## src/rtl/wdg_pkg.sv

```systemverilog
package wdg_pkg;

  // Phase reported on the status output; the values are part of the interface.
  typedef enum logic [1:0] {
    PH_OFF   = 2'd0,
    PH_RUN   = 2'd1,
    PH_ALARM = 2'd2
  } wdg_phase_e;

  // Trigger and alarm policy.
  typedef enum logic {
    TRIG_RISE = 1'b0,  // rising kicks only, alarm can be ended by a kick
    TRIG_BOTH = 1'b1   // both kick edges, fixed alarm length
  } wdg_trig_e;

  // Channel positions in the synchronizer vector.
  localparam int unsigned CH_KICK = 0;
  localparam int unsigned CH_INH  = 1;
  localparam int unsigned NUM_CH  = 2;

  // Nanoseconds to clock cycles, rounded up so no duration comes out short.
  function automatic longint unsigned ns_to_cyc(input longint unsigned ns,
                                                input longint unsigned clk_khz);
    return (ns * clk_khz + 64'd999_999) / 64'd1_000_000;
  endfunction

endpackage

```

## src/rtl/wdg_sync.sv

```systemverilog
module wdg_sync #(
  parameter int unsigned W = 2
) (
  input  logic         clk,
  input  logic         rst_n,
  input  logic [W-1:0] async_i,
  output logic [W-1:0] sync_o
);

  logic [W-1:0] meta_q;
  logic [W-1:0] stab_q;

  always_ff @(posedge clk or negedge rst_n) begin
    if (!rst_n) begin
      meta_q <= '0;
      stab_q <= '0;
    end else begin
      meta_q <= async_i;
      stab_q <= meta_q;
    end
  end

  assign sync_o = stab_q;

endmodule

```

## src/rtl/wdg_qual.sv

```systemverilog
module wdg_qual #(
  parameter int unsigned CYC = 50
) (
  input  logic clk,
  input  logic rst_n,
  input  logic lvl_i,
  output logic lvl_o,
  output logic ready_o
);

  localparam int unsigned   QW       = (CYC > 1) ? $clog2(CYC) : 1;
  localparam logic [QW-1:0] CNT_LAST = QW'(CYC - 1);
  localparam logic [1:0]    WARM_END = 2'd3;

  logic [QW-1:0] cnt_q, cnt_d;
  logic          lvl_q, lvl_d;
  logic [1:0]    warm_q, warm_d;

  // Until the synchronizer holds real samples the level is copied straight
  // through, so the start-up level never counts as a transition.
  always_comb begin
    cnt_d  = cnt_q;
    lvl_d  = lvl_q;
    warm_d = warm_q;
    if (warm_q != WARM_END) begin
      lvl_d  = lvl_i;
      warm_d = warm_q + 2'd1;
      cnt_d  = '0;
    end else if (lvl_i == lvl_q) begin
      cnt_d = '0;
    end else if (cnt_q == CNT_LAST) begin
      lvl_d = lvl_i;
      cnt_d = '0;
    end else begin
      cnt_d = cnt_q + 1'b1;
    end
  end

  always_ff @(posedge clk or negedge rst_n) begin
    if (!rst_n) begin
      cnt_q  <= '0;
      lvl_q  <= 1'b0;
      warm_q <= '0;
    end else begin
      cnt_q  <= cnt_d;
      lvl_q  <= lvl_d;
      warm_q <= warm_d;
    end
  end

  assign lvl_o   = lvl_q;
  assign ready_o = (warm_q == WARM_END);

endmodule

```

## src/rtl/wdg_timer.sv

```systemverilog
module wdg_timer
  import wdg_pkg::*;
#(
  parameter wdg_trig_e   TRIG    = TRIG_BOTH,
  parameter int unsigned TO_CYC  = 5000,
  parameter int unsigned ALM_CYC = 2000,
  parameter int unsigned MIN_CYC = 1250
) (
  input  logic       clk,
  input  logic       rst_n,
  input  logic       ready_i,
  input  logic       kick_lvl_i,
  input  logic       inh_lvl_i,
  output logic       alarm_n_o,
  output logic [1:0] phase_o
);

  localparam int unsigned   MAX_CYC  = (TO_CYC > ALM_CYC) ? TO_CYC : ALM_CYC;
  localparam int unsigned   CW       = (MAX_CYC > 1) ? $clog2(MAX_CYC) : 1;
  localparam logic [CW-1:0] TO_LAST  = CW'(TO_CYC - 1);
  localparam logic [CW-1:0] ALM_LAST = CW'(ALM_CYC - 1);
  localparam logic [CW-1:0] MIN_LAST = CW'(MIN_CYC - 1);
  localparam logic          BOTH     = (TRIG == TRIG_BOTH);

  wdg_phase_e    ph_q, ph_d;
  logic [CW-1:0] tmr_q, tmr_d;
  logic          pend_q, pend_d;
  logic          prev_q;
  logic          armed_q;
  logic          alarm_n_q, alarm_n_d;

  logic kick_rise, kick_fall, kick_evt, min_done;

  // Edges exist only once both qualifiers are seeded and one compare cycle passed.
  assign kick_rise = armed_q &  kick_lvl_i & ~prev_q;
  assign kick_fall = armed_q & ~kick_lvl_i &  prev_q;
  assign kick_evt  = kick_rise | (BOTH & kick_fall);
  assign min_done  = (tmr_q >= MIN_LAST);

  always_comb begin
    ph_d   = ph_q;
    tmr_d  = tmr_q;
    pend_d = pend_q;
    unique case (ph_q)
      PH_OFF: begin
        tmr_d  = '0;
        pend_d = 1'b0;
        if (!inh_lvl_i) ph_d = PH_RUN;
      end
      PH_RUN: begin
        if (inh_lvl_i) begin
          ph_d  = PH_OFF;
          tmr_d = '0;
        end else if (kick_evt) begin
          tmr_d = '0;
        end else if (tmr_q == TO_LAST) begin
          ph_d   = PH_ALARM;
          tmr_d  = '0;
          pend_d = 1'b0;
        end else begin
          tmr_d = tmr_q + 1'b1;
        end
      end
      PH_ALARM: begin
        if (!BOTH && kick_rise) pend_d = 1'b1;
        if (tmr_q == ALM_LAST) begin
          ph_d   = PH_RUN;
          tmr_d  = '0;
          pend_d = 1'b0;
        end else if (min_done && inh_lvl_i) begin
          ph_d   = PH_OFF;
          tmr_d  = '0;
          pend_d = 1'b0;
        end else if (!BOTH && min_done && (pend_q || kick_rise)) begin
          ph_d   = PH_RUN;
          tmr_d  = '0;
          pend_d = 1'b0;
        end else begin
          tmr_d = tmr_q + 1'b1;
        end
      end
      default: begin
        ph_d   = PH_RUN;
        tmr_d  = '0;
        pend_d = 1'b0;
      end
    endcase
  end

  // The output register follows the next phase so it lines up with phase_o.
  assign alarm_n_d = (ph_d != PH_ALARM);

  always_ff @(posedge clk or negedge rst_n) begin
    if (!rst_n) begin
      ph_q      <= PH_RUN;
      tmr_q     <= '0;
      pend_q    <= 1'b0;
      prev_q    <= 1'b0;
      armed_q   <= 1'b0;
      alarm_n_q <= 1'b1;
    end else begin
      ph_q      <= ph_d;
      tmr_q     <= tmr_d;
      pend_q    <= pend_d;
      prev_q    <= kick_lvl_i;
      armed_q   <= ready_i;
      alarm_n_q <= alarm_n_d;
    end
  end

  assign alarm_n_o = alarm_n_q;
  assign phase_o   = ph_q;

endmodule

```

## src/rtl/wdg_supervisor.sv

```systemverilog
module wdg_supervisor
  import wdg_pkg::*;
#(
  parameter int unsigned CLK_KHZ    = 125_000,
  parameter int unsigned TIMEOUT_NS = 1_600_000_000,
  parameter int unsigned ALARM_NS   = 210_000_000,
  parameter int unsigned MIN_LOW_NS = 10_000,
  parameter int unsigned QUAL_NS    = 400,
  parameter wdg_trig_e   TRIG       = TRIG_BOTH
) (
  input  logic       clk,
  input  logic       rst_n,
  input  logic       kick_i,
  input  logic       inhibit_i,
  output logic       alarm_n_o,
  output logic [1:0] phase_o
);

  localparam int unsigned TO_CYC   = 32'(ns_to_cyc(TIMEOUT_NS, CLK_KHZ));
  localparam int unsigned LONG_CYC = 32'(ns_to_cyc(ALARM_NS, CLK_KHZ));
  localparam int unsigned ALM_CYC  = (TRIG == TRIG_RISE) ? TO_CYC : LONG_CYC;
  localparam int unsigned MIN_CYC  = 32'(ns_to_cyc(MIN_LOW_NS, CLK_KHZ));
  localparam int unsigned QUAL_CYC = 32'(ns_to_cyc(QUAL_NS, CLK_KHZ));

  logic [NUM_CH-1:0] raw_async;
  logic [NUM_CH-1:0] raw_sync;
  logic [NUM_CH-1:0] lvl;
  logic [NUM_CH-1:0] ready;

  always_comb begin
    raw_async          = '0;
    raw_async[CH_KICK] = kick_i;
    raw_async[CH_INH]  = inhibit_i;
  end

  wdg_sync #(.W(NUM_CH)) u_sync (
    .clk    (clk),
    .rst_n  (rst_n),
    .async_i(raw_async),
    .sync_o (raw_sync)
  );

  for (genvar ch = 0; ch < NUM_CH; ch++) begin : g_qual
    wdg_qual #(.CYC(QUAL_CYC)) u_qual (
      .clk    (clk),
      .rst_n  (rst_n),
      .lvl_i  (raw_sync[ch]),
      .lvl_o  (lvl[ch]),
      .ready_o(ready[ch])
    );
  end

  wdg_timer #(
    .TRIG   (TRIG),
    .TO_CYC (TO_CYC),
    .ALM_CYC(ALM_CYC),
    .MIN_CYC(MIN_CYC)
  ) u_timer (
    .clk       (clk),
    .rst_n     (rst_n),
    .ready_i   (&ready),
    .kick_lvl_i(lvl[CH_KICK]),
    .inh_lvl_i (lvl[CH_INH]),
    .alarm_n_o (alarm_n_o),
    .phase_o   (phase_o)
  );

endmodule

```

## config.mk

```make
export PLATFORM = sky130hd
export DESIGN_NAME = wdg_supervisor
export DESIGN_NICKNAME = d
export VERILOG_FILES = /design/src/rtl/wdg_pkg.sv /design/src/rtl/wdg_sync.sv /design/src/rtl/wdg_qual.sv /design/src/rtl/wdg_timer.sv /design/src/rtl/wdg_supervisor.sv
export SDC_FILE = /design/constraint.sdc
export NUM_CORES = 1
export LEC_CHECK = 0
export BUFFER_PORTS_ARGS = -buffer_cell sky130_fd_sc_hd__buf_2
export CAP_MARGIN = 30
export CORE_MARGIN = 2
export CORE_UTILIZATION = 45
export CTS_CLUSTER_SIZE = 14
export DETAILED_ROUTE_END_ITERATION = 7
export PLACE_DENSITY_LB_ADDON = 0.05
export SYNTH_ARGS = -nofsm -noshare
export SYNTH_HDL_FRONTEND = slang
export SYNTH_SLANG_ARGS = --single-unit
```

## constraint.sdc

```tcl
create_clock -name clk -period 2.4 [get_ports clk]
set_input_delay 0.24 -clock clk [delete_from_list [all_inputs] [get_ports clk]]
set_output_delay 0.24 -clock clk [all_outputs]
set_load 0.05 [all_outputs]
```

==> impl_metrics.json, run 1 <==
{
  "synth_fa_ha_area_frac": 0.0597,
  "drt-initial-drc-count": 79,
  "post_cts_buffers": 0,
  "cts_max_level": 2,
  "clock-sinks": 55,
  "die_w_um": 81.8,
  "grt_max_degree": 32,
  "cts_tree": "built",
  "ir_drop_v": 0.000346,
  "clk_pin_slew_ns": 0.10,
  "grt_pass1_wl_um": 8830,
  "outcome": "finished clean",
  "max_slew_margin": 0.737,
  "die_area_um2": 6690,
  "synth-edff-count": 0,
  "min_period_ns": 2.24,
  "place_inst": 352,
  "crit_type": "reg -> reg",
  "coreArea_um2": 5890,
  "grt-ovfl-total": 0,
  "grtUsageTotal": 0.172,
  "wl_um": 5000,
  "cap_violations": 0,
  "yosys_warnings": 0,
  "path_max_fanout": 3,
  "start_kind": "flip-flop",
  "wl_met2_um": 2230,
  "place_ws_ns": 0.175,
  "multi_input_comb_area_um2": 1280,
  "synth_nets": 277,
  "cts-root-buf": "clkbuf_8",
  "synth_common_cells": "53 x dfrtp_1, 50 x nor2_1, 24 x xor2_1, 20 x nand3_1, 14 x xnor2_1",
  "netlist_area_um2": 2720,
  "drive_gt1_frac": 0.160,
  "place_congestion": 0.830,
  "setup-violations-final": 0,
  "area_growth_pct": 13.2,
  "wl_met1_um": 2580,
  "first_pass_iters": 4,
  "synthSimpleGateAreaFrac": 0.236,
  "ys_types": 38,
  "synth_top_family_by_area": "simple AND/OR/NAND/NOR gates",
  "synth_seq_area_share": 0.506,
  "fin_setup_tns_ns": 0,
  "power_density_nw_per_um2": 608,
  "leakagePower_nw": 1.32,
  "final_antenna_net_count": 0,
  "synth.area.mux_share": 0.0165,
  "crit_arrival_ns": 2.48,
  "layout.nets": 303,
  "synth_area_leader_cell": "dfrtp_1",
  "synth_cells": 260,
  "drc": 0,
  "vias_per_cell": 5.20,
  "numCtsBuffers": 5,
  "start_util": 0.463,
  "worstSkewPairLatency_ns": 0.31,
  "yosys_most_used_dff": "dfrtp_1",
  "wl_per_cell_um": 13.8,
  "hold_violations": 0,
  "fin_total_pwr_mw": 1.87,
  "endpoint_kind": "flip-flop",
  "nFillCells": 550,
  "grt_pass1_vias": 1861,
  "setup_slack_ns": 0.156,
  "dpl.hpwl_um": 3550,
  "instances_no_fill": 362,
  "io_pins": 7,
  "synthTopCellsByArea": "dfrtp_1 49%, xor2_1 7.7%, nor2_1 6.9%, ha_1 6.0%, xnor2_1 4.5%",
  "period_share": 0.935,
  "synth-async-reset-ratio": 1.00,
  "ys_ff_latch": 55,
  "dr.max_layer_used": "met4",
  "required_ns": 2.63,
  "rsz0062_at_grt": "no",
  "drv_slew": 0,
  "timing.fmax_ghz": 0.446,
  "clock_skew_ns": 0.00814,
  "synth_xor_area_frac": 0.122,
  "postSynthAreaPerCell_um2": 10.5,
  "vias": 1882,
  "r2r_setup_slack_ns": 0.16,
  "synth_most_common_cell": "dfrtp_1",
  "antenna_cells": 0,
  "hold_class": "in -> reg",
  "register_area_um2": 1380,
  "portBuffers": 6,
  "antenna_found_initial": 0,
  "row_count": 28,
  "wl_met3_um": 112,
  "synth_compound_gate_area_share": 0.0349,
  "netlist.area_leader.share": 0.487,
  "tightest_slew_ns": 0.395,
  "clockBufferDepth": 2,
  "die_h_um": 81.8
}
-- worst max-delay path, stage by stage, from the launching register on --
cell and delay (ns):
dfrtp_1 0.39, or4_4 0.55, nor3_2 0.20, nand4_2 0.17, nor3b_1 0.26, o22ai_1 0.12
or4_1 0.49
-- final timing paths --
path,endpoint,from,depth (start not counted)
worst max register to register,u_timer.alarm_n_o$_DFF_PN1_,u_timer.tmr_q[13]$_DFF_PN0_,6
worst min register to register,u_sync.sync_o[0]$_DFF_PN0_,u_sync.meta_q[0]$_DFF_PN0_,0
worst min-delay path,u_sync.meta_q[1]$_DFF_PN0_,inhibit_i,1
worst max-delay path,u_timer.alarm_n_o$_DFF_PN1_,u_timer.tmr_q[13]$_DFF_PN0_,6
min in group asynchronous,g_qual[1].u_qual.cnt_q[0]$_DFF_PN0_,rst_n,2
max in group asynchronous,u_timer.tmr_q[4]$_DFF_PN0_,rst_n,3
-- registers in the layout, summed over array words and instances, names as in the netlist --
name,cells
g_qual.u_qual.cnt_q,12
u_timer.alarm_n_o,1
u_sync.meta_q,2
g_qual.u_qual.warm_q,4
g_qual.u_qual.lvl_o,2
u_timer.phase_o,2
u_timer.prev_q,1
u_timer.tmr_q,28
u_timer.armed_q,1
u_sync.sync_o,2
-- timing repair --
item | 4_1_cts | 5_1_grt
setup endpoints to repair | 0 | 28
hold endpoints to repair | 5 | 1
hold buffers | 1 | 1
resized for setup | 0 | 1
-- layout make-up --
| type | instances | area share |
|---|---|---|
| sequential | 55 | 0.447 |
| multi-input combinational | 192 | 0.417 |
| timing repair buffer | 23 | 0.0568 |
| tap | 75 | 0.0305 |
| clock buffer | 5 | 0.0223 |
| clock inverter | 3 | 0.0154 |
| inverter | 9 | 0.0110 |
-- per-layer routing --
metal / global-route usage / vias up
met1: 0.246 / 917
met3: 0.0363 / 9
met5: 0 / -
met4: 0.0617 / 0
met2: 0.259 / 18
li1: - / 938
-- through the flow --
| stage | hold WS, ns | util | area [um^2] |
|---|---|---|---|
| floorplan | -0.0556 | - | 2720 |
| global placement | 0.0767 | 0.499 | 2940 |
| detailed placement | 0.0801 | 0.499 | 2940 |
| CTS | 0.0127 | 0.521 | 3070 |
| global route | 0.00247 | 0.524 | 3080 |
| finish | 0.0254 | 0.524 | 3080 |
-- cells in the final DEF, fill, tap and decap left out, types with 9 or more instances in the layout --
cell and count:
nand4_1 10, ha_1 13, xnor2_1 14, inv_1 9, nor2_1 50, dfrtp_1 53, buf_4 14, nand3_1 20
xor2_1 24, nand2_1 13
-- kinds of logic after synthesis --
family	Yosys count
AOI/OAI and AO/OA	11
xor gates and xnor gates	38
adders and majority gates	13
buffers and inverters	13
DFF	55
muxes	4
and+or+nand+nor	126
-- power by group --
part	internal, mW	switching, mW	total (mW)
combinational	0.0862	0.147	0.234
sequential	0.967	0.0419	1.01
clock	0.317	0.314	0.631
total	1.37	0.503	1.87
No activity file was read; power rests on OpenSTA's default activity.
==> inputs of run 2 (changes only) <==
--- a/config.mk
+++ b/config.mk
@@ -8,7 +8,7 @@
 export BUFFER_PORTS_ARGS = -buffer_cell sky130_fd_sc_hd__buf_2
 export CAP_MARGIN = 30
 export CORE_MARGIN = 2
-export CORE_UTILIZATION = 45
+export CORE_UTILIZATION = 50
 export CTS_CLUSTER_SIZE = 14
 export DETAILED_ROUTE_END_ITERATION = 7
 export PLACE_DENSITY_LB_ADDON = 0.05
==> run 2 against run 1 <==
- clock-buffer cell count up 1
- register-to-register slack about the same
- fmax up 0.15%
- die area is 9.5% lower
- sequential power hardly changed
- non-clock buffer count decreased by 1
- worst setup slack better by 0.0033 ns
- critical path type unchanged
- cell count fell by 1.7%
- clock skew rose by 0.0020 ns
- flip-flop and latch count did not move
- critical path depth did not move
- wire length is 2.0% lower
==> impl_metrics.json, run 2 (synthesis results as in run 1) <==
{
  "setup_slack_ns": 0.159,
  "grt_max_degree": 38,
  "io_pins": 7,
  "place_congestion": 0.800,
  "ctsHoldBuffers": 0,
  "r2r-start": "u_timer.tmr_q[13]$_DFF_PN0_",
  "max_slew_margin": 0.456,
  "grt_pass1_vias": 1854,
  "cts-root-buf": "clkbuf_8",
  "place_ws_ns": 0.158,
  "cts_max_level": 2,
  "dr.max_layer_used": "met4",
  "postPlaceCellArea_um2": 2940,
  "crit_start": "u_timer.tmr_q[13]$_DFF_PN0_",
  "row_count": 26,
  "crit_type": "reg -> reg",
  "die_area_um2": 6050,
  "post_cts_buffers": 0,
  "drt-initial-drc-count": 82,
  "rsz0062_at_grt": "no",
  "antenna_found_initial": 0,
  "wl_met3_um": 101,
  "postLayoutCellArea_um2": 3040,
  "regMostFlops": "u_timer.tmr_q",
  "wl_um": 4900,
  "r2r_setup_slack_ns": 0.16,
  "outcome": "finished clean",
  "die_w_um": 77.8,
  "largest_register_ffs": 28,
  "power_density_nw_per_um2": 578,
  "grt-ovfl-total": 0,
  "clock-sinks": 55,
  "path_max_fanout": 3,
  "final_common_cell": "dfrtp_1",
  "timing.fmax_ghz": 0.446,
  "drc": 0,
  "numCtsBuffers": 5,
  "cap_violations": 0,
  "final_antenna_net_count": 0,
  "antenna_cells": 0,
  "ir_drop_v": 0.000373,
  "worstReg2RegEnd": "u_timer.alarm_n_o$_DFF_PN1_",
  "setup-violations-final": 0,
  "crit_arrival_ns": 2.48,
  "reg2reg_depth": 6,
  "final_cell_mix": "53 x dfrtp_1, 50 x nor2_1, 24 x xor2_1",
  "fin_setup_tns_ns": 0,
  "leakagePower_nw": 1.30,
  "wl_per_cell_um": 13.8,
  "start_kind": "flip-flop",
  "endpoint_kind": "flip-flop",
  "dpl.hpwl_um": 3510,
  "hold_violations": 0,
  "wl_met1_um": 2600,
  "vias": 1844,
  "drive_gt1_frac": 0.161,
  "clockBufferDepth": 2,
  "die_h_um": 77.8,
  "first_pass_iters": 4,
  "grtUsageTotal": 0.186,
  "vias_per_cell": 5.18,
  "grt_pass1_wl_um": 8840,
  "wl_met2_um": 2160,
  "coreArea_um2": 5170,
  "layout.nets": 302,
  "fin_total_pwr_mw": 1.76,
  "clock_skew_ns": 0.0101,
  "portBuffers": 6,
  "reg_top3": "u_timer.tmr_q: 28 flops, g_qual.u_qual.cnt_q: 12 flops, g_qual.u_qual.warm_q: 4 flops",
  "clk_pin_slew_ns": 0.10,
  "drv_slew": 0,
  "hold_class": "in -> async",
  "period_share": 0.934,
  "start_util": 0.526,
  "min_period_ns": 2.24,
  "worstSkewPairLatency_ns": 0.31,
  "area_growth_pct": 11.5,
  "cts_tree": "built",
  "endpoint": "u_timer.alarm_n_o$_DFF_PN1_",
  "required_ns": 2.64,
  "tightest_slew_ns": 0.816
}
## run 2: worst min path at each step
stage | slack, ns | endpoint | start | cells after the start
global route | 0.005 | u_sync.meta_q[1]$_DFF_PN0_ | inhibit_i | 1
floorplan | -0.06 | g_qual[0].u_qual.cnt_q[0]$_DFF_PN0_ | rst_n | 0
CTS | 0.02 | u_sync.meta_q[0]$_DFF_PN0_ | kick_i | 1
global placement | 0.33 | u_sync.sync_o[0]$_DFF_PN0_ | u_sync.meta_q[0]$_DFF_PN0_ | 0
detailed placement | 0.34 | u_sync.sync_o[0]$_DFF_PN0_ | u_sync.meta_q[0]$_DFF_PN0_ | 0
finish | 0.01 | g_qual[1].u_qual.cnt_q[2]$_DFF_PN0_ | rst_n | 1
## run 2: worst max-delay path, cell delays in order, from the launching register on
cell      delay, ns
dfrtp_1        0.39
or4_4          0.55
nor3_2         0.20
nand4_2        0.17
o211ai_2       0.21
o211ai_1       0.14
or4_1          0.51
## run 2: per-layer routing
| layer | vias to the layer above | GRT usage |
|---|---|---|
| met5 | - | 0 |
| met4 | 0 | 0.0482 |
| met3 | 4 | 0.0419 |
| li1 | 937 | - |
| met2 | 22 | 0.277 |
| met1 | 881 | 0.274 |
## run 2: cell type report
class / count / area, um^2
clock buffer: 6 / 72.6
tap: 70 / 87.6
inverter: 9 / 33.8
timing repair buffer: 22 / 163
clock inverter: 2 / 17.5
sequential: 55 / 1380
multi-input combinational: 192 / 1280
fill: 440 / 2140
## run 2: metrics by stage
| step | instances | util | hold WS (ns) |
|---|---|---|---|
| 2_1_floorplan | 260 | - | -0.0556 |
| 3_3_place_gp | 348 | 0.568 | 0.332 |
| 3_5_place_dp | 348 | 0.568 | 0.337 |
| 4_1_cts | 356 | 0.586 | 0.0202 |
| 5_1_grt | 356 | 0.587 | 0.00523 |
| 6_report | 356 | 0.587 | 0.0122 |
## run 2: repair_timing
item | in CTS | in global routing
hold endpoints to repair | 0 | 0
endpoints found under the setup margin | 0 | 1
resized for setup | 0 | 1
## run 2: power by group
group / internal (mW) / switching (mW) / total [mW]
combinational: 0.0873 / 0.153 / 0.240
sequential: 0.967 / 0.0415 / 1.01
clock: 0.210 / 0.298 / 0.508
==> inputs of run 3 (changes only) <==
==> constraint.sdc (replaced) <==
create_clock -name clk -period 2.4 [get_ports clk]
set_input_delay 0 -clock clk [delete_from_list [all_inputs] [get_ports clk]]
set_output_delay 0 -clock clk [all_outputs]
set_load 0.05 [all_outputs]
==> run 3 against run 2 <==
- fmax is 0.23% higher
- sequential share of layout area is 0.44 points lower
- worst setup slack better by 0.0051 ns
- flip-flop and latch count stayed put
- sequential power hardly changed
- power is 0.41% higher
- critical endpoint unchanged
- highest routed layer unchanged
==> impl_metrics.json, run 3 (synthesis results as in run 1) <==
{
  "drv_slew": 0,
  "coreArea_um2": 5170,
  "numCtsBuffers": 5,
  "final_antenna_net_count": 0,
  "reg_top3": "u_timer.tmr_q: 28 flops, g_qual.u_qual.cnt_q: 12 flops, g_qual.u_qual.warm_q: 4 flops",
  "rsz0062_at_grt": "no",
  "crit_type": "reg -> reg",
  "cts-root-buf": "clkbuf_8",
  "layout.nets": 305,
  "tightest_slew_ns": 0.807,
  "grt_max_degree": 38,
  "hold_class": "in -> async",
  "final_common_cell": "dfrtp_1",
  "postLayoutCellArea_um2": 3070,
  "regMostFlops": "u_timer.tmr_q",
  "hold_violations": 0,
  "utilization": 0.593,
  "drc": 0,
  "period_share": 0.932,
  "wl_per_cell_um": 13.6,
  "die_area_um2": 6050,
  "largest_register_ffs": 28,
  "row_count": 26,
  "fin_setup_tns_ns": 0,
  "vias_per_cell": 5.15,
  "reg2reg_depth": 6,
  "post_cts_buffers": 0,
  "wl_um": 4870,
  "area_growth_pct": 12.6,
  "endpoint_kind": "flip-flop",
  "grt-ovfl-total": 0,
  "start_util": 0.526,
  "grtUsageTotal": 0.185,
  "cap_violations": 0,
  "setup-violations-final": 0,
  "final_cell_mix": "53 x dfrtp_1, 50 x nor2_1, 24 x xor2_1",
  "nFillCells": 438,
  "clk_pin_slew_ns": 0.10,
  "required_ns": 2.64,
  "drt-initial-drc-count": 83,
  "place_congestion": 0.800,
  "die_h_um": 77.8,
  "cts_max_level": 2,
  "portBuffers": 6,
  "clockBufferDepth": 2,
  "crit_arrival_ns": 2.48,
  "clock-sinks": 55,
  "outcome": "finished clean",
  "grt_pass1_vias": 1862,
  "first_pass_iters": 4,
  "vias": 1850,
  "power_density_nw_per_um2": 575,
  "place_inst": 348,
  "timing.fmax_ghz": 0.447,
  "clock_skew_ns": 0.00974,
  "max_slew_margin": 0.462,
  "setup_slack_ns": 0.164,
  "cts_tree": "built",
  "antenna_cells": 0,
  "worstSkewPairLatency_ns": 0.31,
  "instances_no_fill": 359,
  "dpl.hpwl_um": 3510,
  "drive_gt1_frac": 0.159,
  "place_ws_ns": 0.158,
  "die_w_um": 77.8,
  "ir_drop_v": 0.000372,
  "start_kind": "flip-flop",
  "path_max_fanout": 3,
  "io_pins": 7,
  "postPlaceCellArea_um2": 2940,
  "antenna_found_initial": 0,
  "leakagePower_nw": 1.31,
  "grt_pass1_wl_um": 8830,
  "min_period_ns": 2.24
}
==> run 3: final timing paths <==
path	startpoint	end	slack, ns
max in group asynchronous	rst_n	g_qual[0].u_qual.warm_q[1]$_DFFE_PN0N_	1.43
hold reg to reg	u_sync.meta_q[0]$_DFF_PN0_	u_sync.sync_o[0]$_DFF_PN0_	0.36
setup / recovery	u_timer.tmr_q[13]$_DFF_PN0_	u_timer.alarm_n_o$_DFF_PN1_	0.16
hold / removal	rst_n	g_qual[1].u_qual.cnt_q[4]$_DFF_PN0_	0.31
min in group clk	kick_i	u_sync.meta_q[0]$_DFF_PN0_	0.32
setup reg to reg	u_timer.tmr_q[13]$_DFF_PN0_	u_timer.alarm_n_o$_DFF_PN1_	0.16
==> run 3: final cells by class <==
cell class	instances	area, um^2	area share
flip-flops and latches	55	1380	0.450
well taps	70	87.6	0.0286
inverters	9	33.8	0.0110
repair buffers	25	193	0.0628
multi-input cells	192	1280	0.419
clock inverters	2	17.5	0.00571
clock buffers	6	72.6	0.0237
==> run 3: metal layers <==
| metal | routed length [um] | part of all wire | GRT usage | up-vias |
|---|---|---|---|---|
| li1 | - | - | - | 947 |
| met1 | 2510 | 0.51 | 0.272 | 875 |
| met2 | 2160 | 0.44 | 0.278 | 22 |
| met3 | 143 | 0.029 | 0.0419 | 6 |
| met4 | 57 | 0.012 | 0.0482 | 0 |
| met5 | 0 | 0 | 0 | - |
==> run 3: power breakdown <==
part	total [mW]	internal [mW]	leakage (nW)	switching, mW
clock network	0.512	0.210	0.0454	0.302
logic	0.243	0.0904	0.552	0.152
registers	1.01	0.967	0.714	0.0419
==> run 3: stage by stage <==
stage	hold slack [ns]	power, mW
after floorplan	-0.296	1.19
after global placement	0.108	1.26
after detailed placement	0.111	1.27
after CTS	0.316	1.78
after global routing	0.309	1.86
final	0.306	1.76
==> run 3: what timing repair did <==
item,4_1_cts,5_1_grt
endpoints found under the setup margin,0,1
gates resized for setup,0,1
hold endpoints to repair,35,0
hold buffers,3,0
==> run 3: worst max-delay path: stages (launching register included) <==
cell	delay (ns)
dfrtp_1	0.39
or4_4	0.55
nor3_2	0.20
nand4_2	0.17
o211ai_2	0.21
o211ai_1	0.14
or4_1	0.51
